### config.mk
export PLATFORM = sky130hd
export DESIGN_NAME = opd_port
export DESIGN_NICKNAME = d
export VERILOG_FILES = /design/src/rtl/opd_pkg.sv /design/src/rtl/opd_sync.sv /design/src/rtl/opd_regs.sv /design/src/rtl/opd_stop_ctrl.sv /design/src/rtl/opd_pin_ctrl.sv /design/src/rtl/opd_port.sv
export SDC_FILE = /design/constraint.sdc
export NUM_CORES = 1
export LEC_CHECK = 0
export BUFFER_PORTS_ARGS = -buffer_cell sky130_fd_sc_hd__buf_2
export CAP_MARGIN = 30
export CORE_MARGIN = 1.5
export CORE_UTILIZATION = 51
export CTS_BUF_LIST = sky130_fd_sc_hd__clkbuf_8
export CTS_CLUSTER_SIZE = 14
export DETAILED_ROUTE_END_ITERATION = 8
export PLACE_DENSITY_LB_ADDON = 0.08
export RECOVER_POWER = 50
export SLEW_MARGIN = 10
export SYNTH_ARGS = -nofsm -noshare
export SYNTH_HDL_FRONTEND = slang
export SYNTH_SLANG_ARGS = --single-unit
### constraint.sdc
create_clock -name clk -period 1.5 [get_ports clk]
set_clock_uncertainty 0.05 [all_clocks]
set_input_delay 0.15 -clock clk [delete_from_list [all_inputs] [get_ports clk]]
set_output_delay 0.15 -clock clk [all_outputs]
set_load 0.01 [all_outputs]
### src/rtl/opd_pkg.sv
package opd_pkg;

  // Bit mask with n ones starting at bit lo.
  function automatic logic [31:0] span_mask(int lo, int n);
    logic [31:0] m;
    for (int i = 0; i < 32; i++) begin
      m[i] = (i >= lo) && (i < lo + n);
    end
    return m;
  endfunction

  // Value one pin contributes to a port read.
  function automatic logic read_bit(logic bias, logic dir, logic latch, logic pad);
    if (bias) return 1'b0;
    return dir ? latch : pad;
  endfunction

  // Pull-down enable for one pin.
  function automatic logic pull_bit(logic bias, logic dir, logic latch, logic force_off);
    return !bias && !force_off && dir && !latch;
  endfunction

endpackage

### src/rtl/opd_sync.sv
module opd_sync #(
  parameter int WIDTH  = 4,
  parameter int STAGES = 2
) (
  input  logic             clk,
  input  logic             rst_n,
  input  logic [WIDTH-1:0] async_in,
  output logic [WIDTH-1:0] sync_out
);
  logic [WIDTH-1:0] stg [STAGES];

  always_ff @(posedge clk or negedge rst_n) begin
    if (!rst_n) begin
      for (int s = 0; s < STAGES; s++) stg[s] <= '0;
    end else begin
      stg[0] <= async_in;
      for (int s = 1; s < STAGES; s++) stg[s] <= stg[s-1];
    end
  end

  assign sync_out = stg[STAGES-1];

  // the output follows the input of two edges earlier (default depth)
  a_r4_sync_delay: assert property (@(posedge clk) disable iff (!rst_n)
    (STAGES == 2 && $past(rst_n, 2)) |-> (sync_out == $past(async_in, 2)));
endmodule

### src/rtl/opd_regs.sv
module opd_regs #(
  parameter int WIDTH = 4
) (
  input  logic             clk,
  input  logic             rst_n,
  input  logic             wr_en,
  input  logic             wr_dir,
  input  logic [WIDTH-1:0] wr_data,
  output logic [WIDTH-1:0] data_q,
  output logic [WIDTH-1:0] dir_q
);
  wire data_wr_evt = wr_en && !wr_dir;
  wire dir_wr_evt  = wr_en &&  wr_dir;

  always_ff @(posedge clk or negedge rst_n) begin
    if (!rst_n) begin
      data_q <= '1;
      dir_q  <= '0;
    end else begin
      if (data_wr_evt) data_q <= wr_data;
      if (dir_wr_evt)  dir_q  <= wr_data;
    end
  end

  // a data write lands next edge and leaves the direction register alone
  a_r10_data_write: assert property (@(posedge clk) disable iff (!rst_n)
    data_wr_evt |=> (data_q == $past(wr_data)) && $stable(dir_q));
  a_r10_dir_write: assert property (@(posedge clk) disable iff (!rst_n)
    dir_wr_evt |=> (dir_q == $past(wr_data)) && $stable(data_q));
  a_r10_no_write_hold: assert property (@(posedge clk) disable iff (!rst_n)
    !wr_en |=> $stable(data_q) && $stable(dir_q));
endmodule

### src/rtl/opd_stop_ctrl.sv
module opd_stop_ctrl (
  input  logic clk,
  input  logic rst_n,
  input  logic stop_req,
  input  logic stby_hiz,
  output logic force_off
);
  logic stop_q;
  logic hiz_lat;
  wire  stop_entry = stop_req && !stop_q;

  always_ff @(posedge clk or negedge rst_n) begin
    if (!rst_n) begin
      stop_q  <= 1'b0;
      hiz_lat <= 1'b0;
    end else begin
      stop_q <= stop_req;
      if (stop_entry) hiz_lat <= stby_hiz;
    end
  end

  // At the entry cycle the live bit decides, afterwards the captured one.
  assign force_off = stop_req && (stop_entry ? stby_hiz : hiz_lat);

  // the captured standby bit cannot change while stop mode persists
  a_r8_hiz_held: assert property (@(posedge clk) disable iff (!rst_n)
    (stop_req && stop_q) |=> (stop_req |-> $stable(hiz_lat)));
  // release is never forced outside stop mode
  a_r7_only_in_stop: assert property (@(posedge clk) disable iff (!rst_n)
    !stop_req |-> !force_off);
endmodule

### src/rtl/opd_pin_ctrl.sv
module opd_pin_ctrl
  import opd_pkg::*;
#(
  parameter int               WIDTH       = 4,
  parameter logic [WIDTH-1:0] SHARED_MASK = '0
) (
  input  logic             clk,
  input  logic             rst_n,
  input  logic [WIDTH-1:0] data_q,
  input  logic [WIDTH-1:0] dir_q,
  input  logic [WIDTH-1:0] pad_sync,
  input  logic             lcd_port_sel,
  input  logic             force_off,
  input  logic             rd_en,
  output logic [WIDTH-1:0] rd_data,
  output logic [WIDTH-1:0] pd_en
);
  logic [WIDTH-1:0] bias_act;
  logic [WIDTH-1:0] rd_bits;

  for (genvar i = 0; i < WIDTH; i++) begin : g_pin
    assign bias_act[i] = SHARED_MASK[i] && !lcd_port_sel;
    assign rd_bits[i]  = read_bit(bias_act[i], dir_q[i], data_q[i], pad_sync[i]);
    assign pd_en[i]    = pull_bit(bias_act[i], dir_q[i], data_q[i], force_off);
  end

  assign rd_data = rd_en ? rd_bits : '0;

  // an input pin never pulls
  a_r4_input_released: assert property (@(posedge clk) disable iff (!rst_n)
    ((pd_en & ~dir_q) == '0));
  // a pull happens only on a latched zero
  a_r2_pull_needs_zero: assert property (@(posedge clk) disable iff (!rst_n)
    ((pd_en & data_q) == '0));
  // idle read bus is quiet
  a_r9_idle_zero: assert property (@(posedge clk) disable iff (!rst_n)
    !rd_en |-> (rd_data == '0));
endmodule

### src/rtl/opd_port.sv
module opd_port
  import opd_pkg::*;
#(
  parameter int WIDTH       = 4,
  parameter int SHARED_LO   = 2,
  parameter int SHARED_N    = 2,
  parameter int SYNC_STAGES = 2
) (
  input  logic             clk,
  input  logic             rst_n,
  input  logic             wr_en,
  input  logic             wr_dir,
  input  logic [WIDTH-1:0] wr_data,
  input  logic             rd_en,
  output logic [WIDTH-1:0] rd_data,
  input  logic [WIDTH-1:0] pad_in,
  output logic [WIDTH-1:0] pd_en,
  input  logic             lcd_port_sel,
  input  logic             stop_req,
  input  logic             stby_hiz
);
  localparam logic [31:0]      MASK_FULL   = span_mask(SHARED_LO, SHARED_N);
  localparam logic [WIDTH-1:0] SHARED_MASK = MASK_FULL[WIDTH-1:0];

  logic [WIDTH-1:0] data_q;
  logic [WIDTH-1:0] dir_q;
  logic [WIDTH-1:0] pad_sync;
  logic             force_off;

  opd_regs #(.WIDTH(WIDTH)) u_regs (
    .clk(clk), .rst_n(rst_n), .wr_en(wr_en), .wr_dir(wr_dir),
    .wr_data(wr_data), .data_q(data_q), .dir_q(dir_q)
  );

  opd_sync #(.WIDTH(WIDTH), .STAGES(SYNC_STAGES)) u_sync (
    .clk(clk), .rst_n(rst_n), .async_in(pad_in), .sync_out(pad_sync)
  );

  opd_stop_ctrl u_stop (
    .clk(clk), .rst_n(rst_n), .stop_req(stop_req), .stby_hiz(stby_hiz),
    .force_off(force_off)
  );

  opd_pin_ctrl #(.WIDTH(WIDTH), .SHARED_MASK(SHARED_MASK)) u_pins (
    .clk(clk), .rst_n(rst_n), .data_q(data_q), .dir_q(dir_q),
    .pad_sync(pad_sync), .lcd_port_sel(lcd_port_sel), .force_off(force_off),
    .rd_en(rd_en), .rd_data(rd_data), .pd_en(pd_en)
  );

  // bias pins neither pull nor read as one
  a_r5_bias_quiet: assert property (@(posedge clk) disable iff (!rst_n)
    !lcd_port_sel |-> (((pd_en | rd_data) & SHARED_MASK) == '0));
  // stop entered with the standby bit set keeps every pin released
  a_r7_stop_release: assert property (@(posedge clk) disable iff (!rst_n)
    ($rose(stop_req) && stby_hiz) |=> (stop_req |-> (pd_en == '0)));
endmodule

== Yosys cells after proc, flatten, opt, wreduce, memory -nomap -nowiden ==
Index checks and enable logic that the tools add are counted.

* Register bits after elaboration: 18
* Bits in latches: 0
* Memory bits (writable): 0
* Bits in read-only memories: 0
* Output and inout bits: 8
* Memories: 0

* Add/subtract/negate cells: 0
* $mul: 0
* Divide/modulo/power cells: 0
* Order comparisons: 0
* Equality and inequality tests: 0
* Shift operators: 0
* Muxes and demuxes: 8
* Bitwise operators: 0
* Reduce and logical (&&, ||, !) cells: 20

{| class="wikitable"
|+ Operators with widths
! kind !! number
|-
| $logic_and 1x1->1 || 13
|-
| $logic_not 1->1 || 7
|-
| $mux 1 || 7
|-
| $mux 4 || 1
|}

== Depth between registers and ports, before layout ==
Gate-level depths: netlist (run 1).

* Depth in word-level cells: 8
* Depth in mapped cells: 2
* Mapped depth without buffers: 2

== Modules after synthesis ==
From an unflattened synthesis (run 1), not the netlist that was laid out.

* Cell total of the unflattened synthesis: 49
* Area total of the unflattened synthesis: 752.0 um2

{| class="wikitable"
|+ Modules (own cells, without submodules)
! module !! instances !! cells each !! area an instance (um2) !! seq. area each (um2)
|-
| opd_regs || 1 || 18 || 330.3 || 205.2
|-
| opd_sync || 1 || 12 || 230.2 || 200.2
|-
| opd_pin_ctrl || 1 || 13 || 103.8 || 0.0
|-
| opd_stop_ctrl || 1 || 6 || 87.6 || 50.0
|}

== Worst setup path after synthesis (run 1) ==
OpenSTA, ideal clock, no wires.

* Path type: register to output
* Start point: register u_stop.stop_q
* End point: output port pd_en[2]
* Arrival: 1.050 ns
* Data required time: 1.300 ns
* Setup slack: 0.250 ns
* Cell stages (with the launch flop): 3
* Cell sequence: dfrtp_1 > mux2_4 > a211oi_1

* Cells in the longest elaborated chain, start to end: 8

{| class="wikitable"
|+ RTL lines
! element !! line !! source
|-
| start, declared || opd_stop_ctrl.sv:8 || <nowiki>logic stop_q;</nowiki>
|-
| start signal, assigned || opd_stop_ctrl.sv:17 || <nowiki>stop_q <= stop_req;</nowiki>
|-
| $logic_not 1->1 || opd_stop_ctrl.sv:10 || <nowiki>wire stop_entry = stop_req && !stop_q;</nowiki>
|-
| $logic_and 1x1->1 || opd_stop_ctrl.sv:10 ||
|-
| $mux 1 || - ||
|-
| $logic_and 1x1->1 || opd_stop_ctrl.sv:23 || <nowiki>assign force_off = stop_req && (stop_entry ? stby_hiz : hiz_lat);</nowiki>
|-
| $logic_not 1->1 || opd_pkg.sv:20 || <nowiki>return !bias && !force_off && dir && !latch;</nowiki>
|-
| $logic_and 1x1->1 (3 in a row) || opd_pkg.sv:20 ||
|-
| end, declared || opd_port.sv:17 || <nowiki>output logic [WIDTH-1:0] pd_en,</nowiki>
|}

No other way between the ends.

== Worst setup path in the final report (run 1) ==
* Start point: register u_stop.stop_q
* End point: output port pd_en[3]

Same word-level chain as after synthesis.

==> results of run 1 <==
power groups by stage:
stage	combinational (µW)	sequential, µW	clock, µW
6_report	168	581	386
4_1_cts	172	580	396
5_1_grt	186	585	419
2_1_floorplan	96.0	578	0
3_5_place_dp	158	587	0
3_3_place_gp	154	585	0
state kept, by name, indices dropped and copies added, names as in the netlist:
signal           flops
u_regs.data_q        4
u_regs.dir_q         4
u_sync.stg           4
u_sync.sync_out      4
u_stop.hiz_lat       1
u_stop.stop_q        1
layout by cell type (no fill, tap or decap):
| cell type | netlist | layout |
|---|---|---|
| sky130_fd_sc_hd__dfstp_2 | 4 | 4 |
| sky130_fd_sc_hd__clkbuf_1 | 0 | 1 |
| sky130_fd_sc_hd__nand2_1 | 4 | 4 |
| sky130_fd_sc_hd__nor2_1 | 2 | 2 |
| sky130_fd_sc_hd__buf_2 | 0 | 22 |
| sky130_fd_sc_hd__a21oi_1 | 2 | 2 |
| sky130_fd_sc_hd__nand2b_1 | 3 | 3 |
| sky130_fd_sc_hd__dlygate4sd3_1 | 0 | 5 |
| sky130_fd_sc_hd__dfrtp_1 | 14 | 14 |
| sky130_fd_sc_hd__mux2_2 | 9 | 9 |
| sky130_fd_sc_hd__mux2_4 | 1 | 1 |
| sky130_fd_sc_hd__and2b_1 | 1 | 1 |
| sky130_fd_sc_hd__a211oi_2 | 0 | 2 |
| sky130_fd_sc_hd__nor2b_1 | 2 | 2 |
| sky130_fd_sc_hd__clkbuf_8 | 0 | 4 |
| sky130_fd_sc_hd__mux2i_1 | 4 | 4 |
cell type report:
| type | instances | area, µm² |
|---|---|---|
| fillers | 96 | 339 |
| flip-flops and latches | 18 | 455 |
| clock buffers | 4 | 55.1 |
| multi-input cells | 30 | 253 |
| well taps | 15 | 18.8 |
| repair buffers | 28 | 164 |
worst reg2reg max path, stage by stage, from the launching register on:
cell	delay, ns
sky130_fd_sc_hd__dfrtp_1	0.39
sky130_fd_sc_hd__nand2b_1	0.16
sky130_fd_sc_hd__mux2_2	0.27
how the worst min path moves through the flow:
stage | cells after the start | end | slack (ns)
final | 1 | u_stop.stop_q$_DFF_PN0_ | 0.05
after global routing | 1 | u_stop.stop_q$_DFF_PN0_ | 0.05
after CTS | 1 | u_stop.stop_q$_DFF_PN0_ | 0.04
after detailed placement | 1 | u_regs.dir_q[0]$_DFFE_PN0P_ | 0.05
after global placement | 1 | u_regs.dir_q[0]$_DFFE_PN0P_ | 0.04
after floorplan | 0 | u_regs.dir_q[0]$_DFFE_PN0P_ | -0.20
layer usage:
layer | GRT usage | share of wire | vias up
met5 | 0 | 0 | -
met4 | 0.0776 | 0 | 0
met3 | 0.0500 | 0.042 | 0
met2 | 0.306 | 0.50 | 13
met1 | 0.198 | 0.45 | 223
li1 | - | - | 228
what timing repair did:
action | 4_1_cts | 5_1_grt
pin swaps | 2 | 1
hold buffers | 5 | 0
hold endpoints to repair | 18 | 0
cloned | 0 | 0
resized for setup | 2 | 0
setup endpoints to repair | 2 | 3
logic make-up (layout without fill, tap and decap cells):
family / Yosys count / in the layout / synth area share
mux: 14 / 14 / 0.224
flops: 18 / 18 / 0.652
buf+inv: 0 / 32 / 0
simple gates: 12 / 12 / 0.0878
compound gates: 4 / 4 / 0.0358
through the flow:
step / util / setup WS [ns]
floorplan: - / 0.250
global placement: 0.648 / 0.204
detailed placement: 0.648 / 0.212
CTS: 0.737 / -0.00298
global route: 0.736 / -0.0724
finish: 0.736 / -0.0377
==> impl_summary.log, run 1 <==
[metrics] status: complete, but fails checks
[metrics] violations in the final reports: negative setup slack
[metrics] CP Launch Type: register
[metrics] list of most frequent post-synthesis cells: sky130_fd_sc_hd__dfrtp_1, sky130_fd_sc_hd__mux2_2, sky130_fd_sc_hd__dfstp_2, sky130_fd_sc_hd__mux2i_1, sky130_fd_sc_hd__nand2_1
[metrics] number of CTS-inserted buffers: 3
[metrics] largest fanout on the critical path: 4
[metrics] io pins: 24
[metrics] reg-to-reg endpoint: u_stop.hiz_lat$_DFF_PN0_
[metrics] mean instance size in the synthesized netlist: 14.5 µm²
[metrics] leakage power summed over all cells: 0.000454 µW
[metrics] maximum number of pins on one net before global-route repair: 19
[metrics] worst setup margin: -0.0377 ns
[metrics] synthesized netlist cell count: 48
[metrics] post-CTS setup repair buffer count: 0
[metrics] number of antenna cells inserted: 0
[metrics] CTS root buf: sky130_fd_sc_hd__clkbuf_8
[metrics] Rel. slew slack: 0.375
[metrics] part of the total power dissipated in the clock network: 0.340
[metrics] top-count cell post-synth: sky130_fd_sc_hd__dfrtp_1
[metrics] # clock sinks: 18
[metrics] RSZ-0062 raised after global routing: true
[metrics] Placement Cell Area: 832 µm²
[metrics] final count of negative-setup-slack endpoints: 1
[metrics] worst hold slack: 0.0502 ns
[metrics] Detail Placement HPWL: 869 µm
[metrics] transition time of the tightest slew-check pin: 0.937 ns
[metrics] overall track demand over capacity in global routing: 0.176
[metrics] Final #Nets: 97
[metrics] Warnings, synthesis: 0
[metrics] clock network latency to the later pin of the worst-skew pair: 0.24 ns
[metrics] critical path class: reg -> out
[metrics] horizontal extent of the die: 40 µm
[metrics] Cell variety after synth: 12
[metrics] Cell Int Power: 876 µW
[metrics] non-filler instance count after layout: 95
[metrics] Area Growth Syn to Fin: 35.5%
[metrics] Core Rows: 13
[metrics] CTS clk-pin slew, worst paths: 0.06 ns
[metrics] number of enable-type register cells in the synthesized netlist: 0
[metrics] number of design-rule violations left by the first detailed-router iteration: 0
[metrics] Total Wirelength: 1230 µm
[metrics] ranking of synthesized cells by area: sky130_fd_sc_hd__dfrtp_1, sky130_fd_sc_hd__dfstp_2, sky130_fd_sc_hd__mux2_2
[metrics] DR pass1 iterations: 1
[metrics] number of I/O port buffers: 23
[metrics] type of the most critical hold path: in -> reg
[metrics] CP startpoint: u_stop.stop_q$_DFF_PN0_
[metrics] Mapped Nets: 64
[metrics] mean number of vias per cell: 4.88
[metrics] GP Congestion: 0.625
[metrics] post-synthesis instance area: 698 µm²
[metrics] logic depth of the worst path, buffers included: 3
[metrics] Worst VDD drop: 0.959 mV
[metrics] startpoint of the worst-slack reg-to-reg timing path: u_stop.stop_q$_DFF_PN0_
[metrics] worst r2r path cells: 2
[metrics] DR DRC count: 0
[metrics] DP Cell Count: 86
[metrics] die height: 40 µm
[metrics] maximum capacitance violations: 0
[metrics] setup total negative slack: -0.0377 ns
[metrics] critical path's slowest cell: sky130_fd_sc_hd__dfrtp_1
[metrics] Sw Share: 0.228
[metrics] part of the Yosys area used for sequential elements: 0.652
[metrics] detailed-route via count: 464
[metrics] cell taking the most area after synthesis: sky130_fd_sc_hd__dfrtp_1
[metrics] endpoint of the most critical setup path: pd_en[3]
[metrics] Crit. End Element: primary output
[metrics] Seq cells post-synth: 18
[metrics] vias in the first global route: 427
[metrics] power density relative to cell area: 1200 nW/µm²
[metrics] arrival time reported for the critical path endpoint: 1.34 ns
[metrics] average routed wire per standard cell: 13.0 µm
[metrics] required time of the critical path: 1.30 ns
[metrics] initial core utilization: 0.543
[metrics] first-pass GRT wire length: 1720 µm
[metrics] share of the synthesized area in the top cell type: 0.502
[metrics] primary flip-flop cell chosen by synthesis mapping: sky130_fd_sc_hd__dfrtp_1
[metrics] async set or reset register ratio after synthesis: 1.00
[metrics] buffer and inverter count on the worst path: 1
[metrics] post-detailed-route count of antenna-violating nets: 0
[metrics] number of endpoints with negative hold slack in the final report: 0
[metrics] finished layout cell area: 946 µm²
[metrics] Clock Path Buffers: 2
[metrics] max incr delay on CP: 0.39 ns
[metrics] Cell Chain, Critical Path: mux2_4 > a211oi_2 > buf_2
[metrics] H-tree depth: 1
[metrics] net switching power: 259 µW
[metrics] Total Die Area: 1600 µm²
[metrics] remaining global-route overflow: 0
[metrics] area of the core region: 1280 µm²
[metrics] PnR Total Power: 1140 µW
[metrics] setup slack, reg-to-reg: 0.53 ns
[metrics] number of antenna violations at the first check in global routing: 0
[metrics] fraction of layout instances using a drive strength above 1: 0.525
[metrics] Fmax achieved: 650 MHz
[metrics] min-delay src: stop_req
[metrics] Final min period: 1.54 ns
[metrics] Tcrit/Tclk final: 1.03
[metrics] relative contribution of sequential cells to total power: 0.512
[metrics] dominant delay contributor by cell family on the critical path: flip-flops
[metrics] fraction of power consumed by combinational cells: 0.148
[metrics] max-slew violations: 0
[metrics] CTS tree: done
Note: power is estimated with default switching activity, not from simulation.
==> run 2: changes to the inputs <==
--- a/config.mk
+++ b/config.mk
@@ -8,8 +8,8 @@
 export BUFFER_PORTS_ARGS = -buffer_cell sky130_fd_sc_hd__buf_2
 export CAP_MARGIN = 30
 export CORE_MARGIN = 1.5
-export CORE_UTILIZATION = 51
-export CTS_BUF_LIST = sky130_fd_sc_hd__clkbuf_8
+export CORE_UTILIZATION = 50
+export CTS_BUF_LIST = sky130_fd_sc_hd__clkbuf_16
 export CTS_CLUSTER_SIZE = 14
 export DETAILED_ROUTE_END_ITERATION = 8
 export PLACE_DENSITY_LB_ADDON = 0.08
==> impl_summary.log, run 2 (synthesized netlist as in run 1, its figures left out) <==
[metrics] end-of-flow core utilization: 0.745
[metrics] Fmax achieved: 673 MHz
[metrics] DP Cell Count: 86
[metrics] H-tree depth: 1
[metrics] number of CTS-inserted buffers: 3
[metrics] Core Rows: 13
[metrics] detailed-route via count: 472
[metrics] Cell Chain, Critical Path: mux2_4 > a211oi_2 > buf_2
[metrics] setup total negative slack: 0 ns
[metrics] clock network latency to the later pin of the worst-skew pair: 0.25 ns
[metrics] leakage power summed over all cells: 0.000464 µW
[metrics] CTS clk-pin slew, worst paths: 0.05 ns
[metrics] overall track demand over capacity in global routing: 0.175
[metrics] transition time of the tightest slew-check pin: 0.892 ns
[metrics] fraction of layout instances using a drive strength above 1: 0.513
[metrics] Total Die Area: 1630 µm²
[metrics] average routed wire per standard cell: 12.9 µm
[metrics] number of antenna violations at the first check in global routing: 0
[metrics] status: finished, final reports clean
[metrics] RSZ-0062 raised after global routing: true
[metrics] most frequent cells in the layout: sky130_fd_sc_hd__buf_2, sky130_fd_sc_hd__dfrtp_1, sky130_fd_sc_hd__mux2_2
[metrics] mean number of vias per cell: 4.97
[metrics] area of the core region: 1300 µm²
[metrics] required time of the critical path: 1.30 ns
[metrics] Area Growth Syn to Fin: 38.9%
[metrics] die height: 40.4 µm
[metrics] number of endpoints with negative hold slack in the final report: 0
[metrics] Worst VDD drop: 0.875 mV
[metrics] post-detailed-route count of antenna-violating nets: 0
[metrics] PnR Total Power: 1270 µW
[metrics] worst slack, placed: 0.212 ns
[metrics] io pins: 24
[metrics] initial core utilization: 0.537
[metrics] DR pass1 iterations: 4
[metrics] max-slew violations: 0
[metrics] vias in the first global route: 440
[metrics] post-CTS setup repair buffer count: 0
[metrics] critical path's slowest cell: sky130_fd_sc_hd__dfrtp_1
[metrics] type of the most critical hold path: in -> reg
[metrics] CTS root buf: sky130_fd_sc_hd__clkbuf_16
[metrics] maximum capacitance violations: 0
[metrics] Total Wirelength: 1220 µm
[metrics] CP Launch Type: register
[metrics] max incr delay on CP: 0.38 ns
[metrics] critical path class: reg -> out
[metrics] horizontal extent of the die: 40.4 µm
[metrics] CTS tree: done
[metrics] number of design-rule violations left by the first detailed-router iteration: 7
[metrics] final count of negative-setup-slack endpoints: 0
[metrics] DR DRC count: 0
[metrics] Tcrit/Tclk final: 0.990
[metrics] number of antenna cells inserted: 0
[metrics] first-pass GRT wire length: 1750 µm
[metrics] maximum number of pins on one net before global-route repair: 19
[metrics] Crit. End Element: primary output
[metrics] worst setup margin: 0.0150 ns
[metrics] arrival time reported for the critical path endpoint: 1.28 ns
[metrics] non-filler instance count after layout: 95
[metrics] power density relative to cell area: 1310 nW/µm²
[metrics] Final #Nets: 97
[metrics] Final min period: 1.48 ns
[metrics] commonest non-fill, non-tap cell in the layout: sky130_fd_sc_hd__buf_2
[metrics] Clock Path Buffers: 2
[metrics] # clock sinks: 18
[metrics] Rel. slew slack: 0.406
[metrics] largest fanout on the critical path: 4
[metrics] remaining global-route overflow: 0
[metrics] GP Congestion: 0.672
[metrics] number of I/O port buffers: 23
==> run 2: final timing paths <==
| path | startpoint | end | slack [ns] | depth (start not counted) |
|---|---|---|---|---|
| max reg2reg | u_stop.stop_q$_DFF_PN0_ | u_stop.hiz_lat$_DFF_PN0_ | 0.54 | 2 |
| min reg2reg | u_sync.stg[5]$_DFF_PN0_ | u_sync.sync_out[1]$_DFF_PN0_ | 0.30 | 0 |
| max in group asynchronous | rst_n | u_sync.sync_out[1]$_DFF_PN0_ | 0.36 | 2 |
| min | stop_req | u_stop.stop_q$_DFF_PN0_ | 0.05 | 1 |
| min in group asynchronous | rst_n | u_regs.dir_q[3]$_DFFE_PN0P_ | 0.49 | 2 |
| max | u_stop.stop_q$_DFF_PN0_ | pd_en[2] | 0.02 | 3 |
==> run 2: repair_timing <==
item / in CTS / in global routing
pin swaps: 2 / 0
gates resized for setup: 2 / 0
setup endpoints to repair: 2 / 3
hold endpoints to repair: 18 / 0
hold buffers: 5 / 0
==> run 2: cell type report <==
cell class	count	area, µm²
Tap cell	15	18.8
Multi-Input combinational cell	30	253
Sequential cell	18	455
Timing Repair Buffer	28	164
Clock buffer	3	75.1
Clock inverter	1	3.75
Fill cell	85	332
==> run 2: metal layers <==
metal / track usage / wire length, µm / vias to the layer above
li1: - / - / 229
met1: 0.193 / 558 / 222
met2: 0.298 / 583 / 17
met3: 0.0667 / 60 / 4
met4: 0.0750 / 19 / 0
met5: 0 / 0 / -
==> run 2: worst max-delay path, delay by kind of cell (launching register included) <==
family | cells | cell delay [ns]
AOI/OAI and AO/OA | 1 | 0.17
buffers and inverters | 1 | 0.15
DFF | 1 | 0.38
muxes | 1 | 0.33
==> run 2: metrics by stage <==
step           hold WS [ns]  area [µm²]
4_1_cts              0.0501         971
6_report             0.0526         970
2_1_floorplan        -0.196         698
3_5_place_dp         0.0426         832
5_1_grt              0.0586         970
3_3_place_gp         0.0402         832
==> run 2: where the power goes <==
group          internal (µW)  switching [µW]  total, µW
logic                   97.6            72.0        170
clock network            354             170        524
registers                547            34.5        582
total                    999             276       1270
==> run 3: changes to the inputs <==
--- a/config.mk
+++ b/config.mk
@@ -7,13 +7,16 @@
 export LEC_CHECK = 0
 export BUFFER_PORTS_ARGS = -buffer_cell sky130_fd_sc_hd__buf_2
 export CAP_MARGIN = 30
+export CELL_PAD_IN_SITES_DETAIL_PLACEMENT = 2
+export CELL_PAD_IN_SITES_GLOBAL_PLACEMENT = 2
 export CORE_MARGIN = 1.5
-export CORE_UTILIZATION = 50
+export CORE_UTILIZATION = 33
 export CTS_BUF_LIST = sky130_fd_sc_hd__clkbuf_16
 export CTS_CLUSTER_SIZE = 14
 export DETAILED_ROUTE_END_ITERATION = 8
 export PLACE_DENSITY_LB_ADDON = 0.08
-export RECOVER_POWER = 50
+export RECOVER_POWER = 100
+export SETUP_SLACK_MARGIN = 0.1
 export SLEW_MARGIN = 10
 export SYNTH_ARGS = -nofsm -noshare
 export SYNTH_HDL_FRONTEND = slang
==> impl_summary.log, run 3 (synthesized netlist as in run 1, its figures left out) <==
[metrics] status: complete, but fails checks
[metrics] violations in the final reports: negative setup slack
[metrics] io pins: 24
[metrics] number of I/O port buffers: 23
[metrics] setup slack, reg-to-reg: 0.37 ns
[metrics] first-pass GRT wire length: 2690 µm
[metrics] area of the core region: 1980 µm²
[metrics] H-tree depth: 1
[metrics] Final min period: 1.51 ns
[metrics] vias in the first global route: 554
[metrics] post-detailed-route count of antenna-violating nets: 0
[metrics] Cell Int Power: 1000 µW
[metrics] number of endpoints with negative hold slack in the final report: 0
[metrics] endpoint of the most critical setup path: pd_en[3]
[metrics] CTS clk-pin slew, worst paths: 0.05 ns
[metrics] CTS root buf: sky130_fd_sc_hd__clkbuf_16
[metrics] CP startpoint: u_stop.stop_q$_DFF_PN0_
[metrics] most frequent cells in the layout: sky130_fd_sc_hd__buf_2, sky130_fd_sc_hd__dfrtp_1, sky130_fd_sc_hd__mux2_2
[metrics] reg-to-reg endpoint: u_stop.hiz_lat$_DFF_PN0_
[metrics] power density relative to cell area: 1290 nW/µm²
[metrics] startpoint of the worst-slack reg-to-reg timing path: u_stop.stop_q$_DFF_PN0_
[metrics] maximum capacitance violations: 0
[metrics] Fmax achieved: 661 MHz
[metrics] end-of-flow core utilization: 0.501
[metrics] max-slew violations: 0
[metrics] Core Rows: 16
[metrics] commonest non-fill, non-tap cell in the layout: sky130_fd_sc_hd__buf_2
[metrics] worst slack, placed: 0.184 ns
[metrics] DP Cell Count: 98
[metrics] detailed-route via count: 510
[metrics] arrival time reported for the critical path endpoint: 1.31 ns
[metrics] Sw Share: 0.218
[metrics] fraction of power consumed by combinational cells: 0.140
[metrics] overall track demand over capacity in global routing: 0.155
[metrics] number of design-rule violations left by the first detailed-router iteration: 2
[metrics] worst setup margin: -0.0139 ns
[metrics] RSZ-0062 raised after global routing: true
[metrics] DR pass1 iterations: 2
[metrics] leakage power summed over all cells: 0.000471 µW
[metrics] maximum number of pins on one net before global-route repair: 19
[metrics] required time of the critical path: 1.30 ns
[metrics] max incr delay on CP: 0.39 ns
[metrics] final count of negative-setup-slack endpoints: 3
[metrics] transition time of the tightest slew-check pin: 0.388 ns
[metrics] relative contribution of sequential cells to total power: 0.456
[metrics] Cell Chain, Critical Path: mux2_4 > a211oi_2 > buf_2
[metrics] clock network latency to the later pin of the worst-skew pair: 0.24 ns
[metrics] critical path's slowest cell: sky130_fd_sc_hd__dfrtp_1
[metrics] Total Wirelength: 1580 µm
[metrics] # clock sinks: 18
[metrics] Detail Placement HPWL: 1130 µm
[metrics] initial core utilization: 0.352
[metrics] horizontal extent of the die: 49.0 µm
[metrics] GP Congestion: 0.669
[metrics] number of CTS-inserted buffers: 3
[metrics] Final #Nets: 98
[metrics] mean number of vias per cell: 4.72
[metrics] Crit. End Element: primary output
[metrics] die height: 49.0 µm
[metrics] remaining global-route overflow: 0
[metrics] number of antenna cells inserted: 0
[metrics] net switching power: 278 µW
[metrics] DR DRC count: 0
[metrics] part of the total power dissipated in the clock network: 0.404
[metrics] CTS tree: done
[metrics] critical path class: reg -> out
[metrics] type of the most critical hold path: in -> reg
[metrics] Tcrit/Tclk final: 1.01
[metrics] number of antenna violations at the first check in global routing: 0
[metrics] worst r2r path cells: 3
[metrics] Area Growth Syn to Fin: 42.3%
[metrics] Worst VDD drop: 0.899 mV
[metrics] Rel. slew slack: 0.741
[metrics] largest fanout on the critical path: 4
[metrics] non-filler instance count after layout: 108
[metrics] Clock Path Buffers: 2
[metrics] CP Launch Type: register
[metrics] fraction of layout instances using a drive strength above 1: 0.531
[metrics] average routed wire per standard cell: 14.6 µm
[metrics] Total Die Area: 2400 µm²
## run 3: cell count changes in the layout (fill, tap and decap cells not counted)
cell / before / now
sky130_fd_sc_hd__clkbuf_1: 1 / 0
sky130_fd_sc_hd__buf_2: 22 / 23
sky130_fd_sc_hd__buf_4: 0 / 1
## run 3: per-stage QoR
| stage | cell area, µm² | total power [µW] | hold slack (ns) | setup TNS (ns) |
|---|---|---|---|---|
| after CTS | 986 | 1290 | 0.0495 | -0.0373 |
| final | 993 | 1280 | 0.0515 | -0.0305 |
| after detailed placement | 847 | 753 | 0.0478 | 0 |
| after floorplan | 698 | 674 | -0.196 | 0 |
| after global placement | 847 | 744 | 0.0441 | 0 |
| after global routing | 993 | 1350 | 0.0536 | -0.210 |
## run 3: worst min path at each step
stage / slack, ns / cells after the start / from / end
after global placement: 0.04 / 1 / rst_n / u_regs.dir_q[0]$_DFFE_PN0P_
after detailed placement: 0.05 / 1 / rst_n / u_regs.dir_q[0]$_DFFE_PN0P_
after floorplan: -0.20 / 0 / rst_n / u_regs.dir_q[0]$_DFFE_PN0P_
after CTS: 0.05 / 1 / stop_req / u_stop.stop_q$_DFF_PN0_
after global routing: 0.05 / 1 / stop_req / u_stop.stop_q$_DFF_PN0_
final: 0.05 / 1 / stop_req / u_stop.stop_q$_DFF_PN0_
## run 3: power groups by stage
stage                     registers (µW)  logic, µW  clock network, µW
after floorplan                      578       96.0                  0
after global placement               587        156                  0
after detailed placement             589        164                  0
after CTS                            585        181                529
after global routing                 592        198                563
final                                583        178                517
## run 3: repair_timing
item / in CTS / in global routing
resized for setup: 2 / 0
endpoints found under the setup margin: 4 / 4
pin swaps: 2 / 0
hold buffers: 5 / 0
endpoints found under the hold margin: 18 / 0
buffers inserted: 0 / 1
## run 3: area by class of cell
type                    count  area [µm²]
fillers                   202         988
flip-flops and latches     18         455
repair buffers             29         173
multi-input cells          30         253
clock buffers               3        75.1
clock inverters             1        3.75
well taps                  27        33.8
## run 3: per-layer routing
layer / track usage / wire [µm]
met5: 0 / 0
met4: 0.0571 / 27
met3: 0.0429 / 65
met2: 0.269 / 829
met1: 0.181 / 653
## run 3: critical path, delay by kind of cell (launching register included)
kind                   cells  cell delay (ns)
AOI/OAI and AO/OA          1             0.19
buffers and inverters      1             0.16
DFF                        1             0.39
muxes                      1             0.33
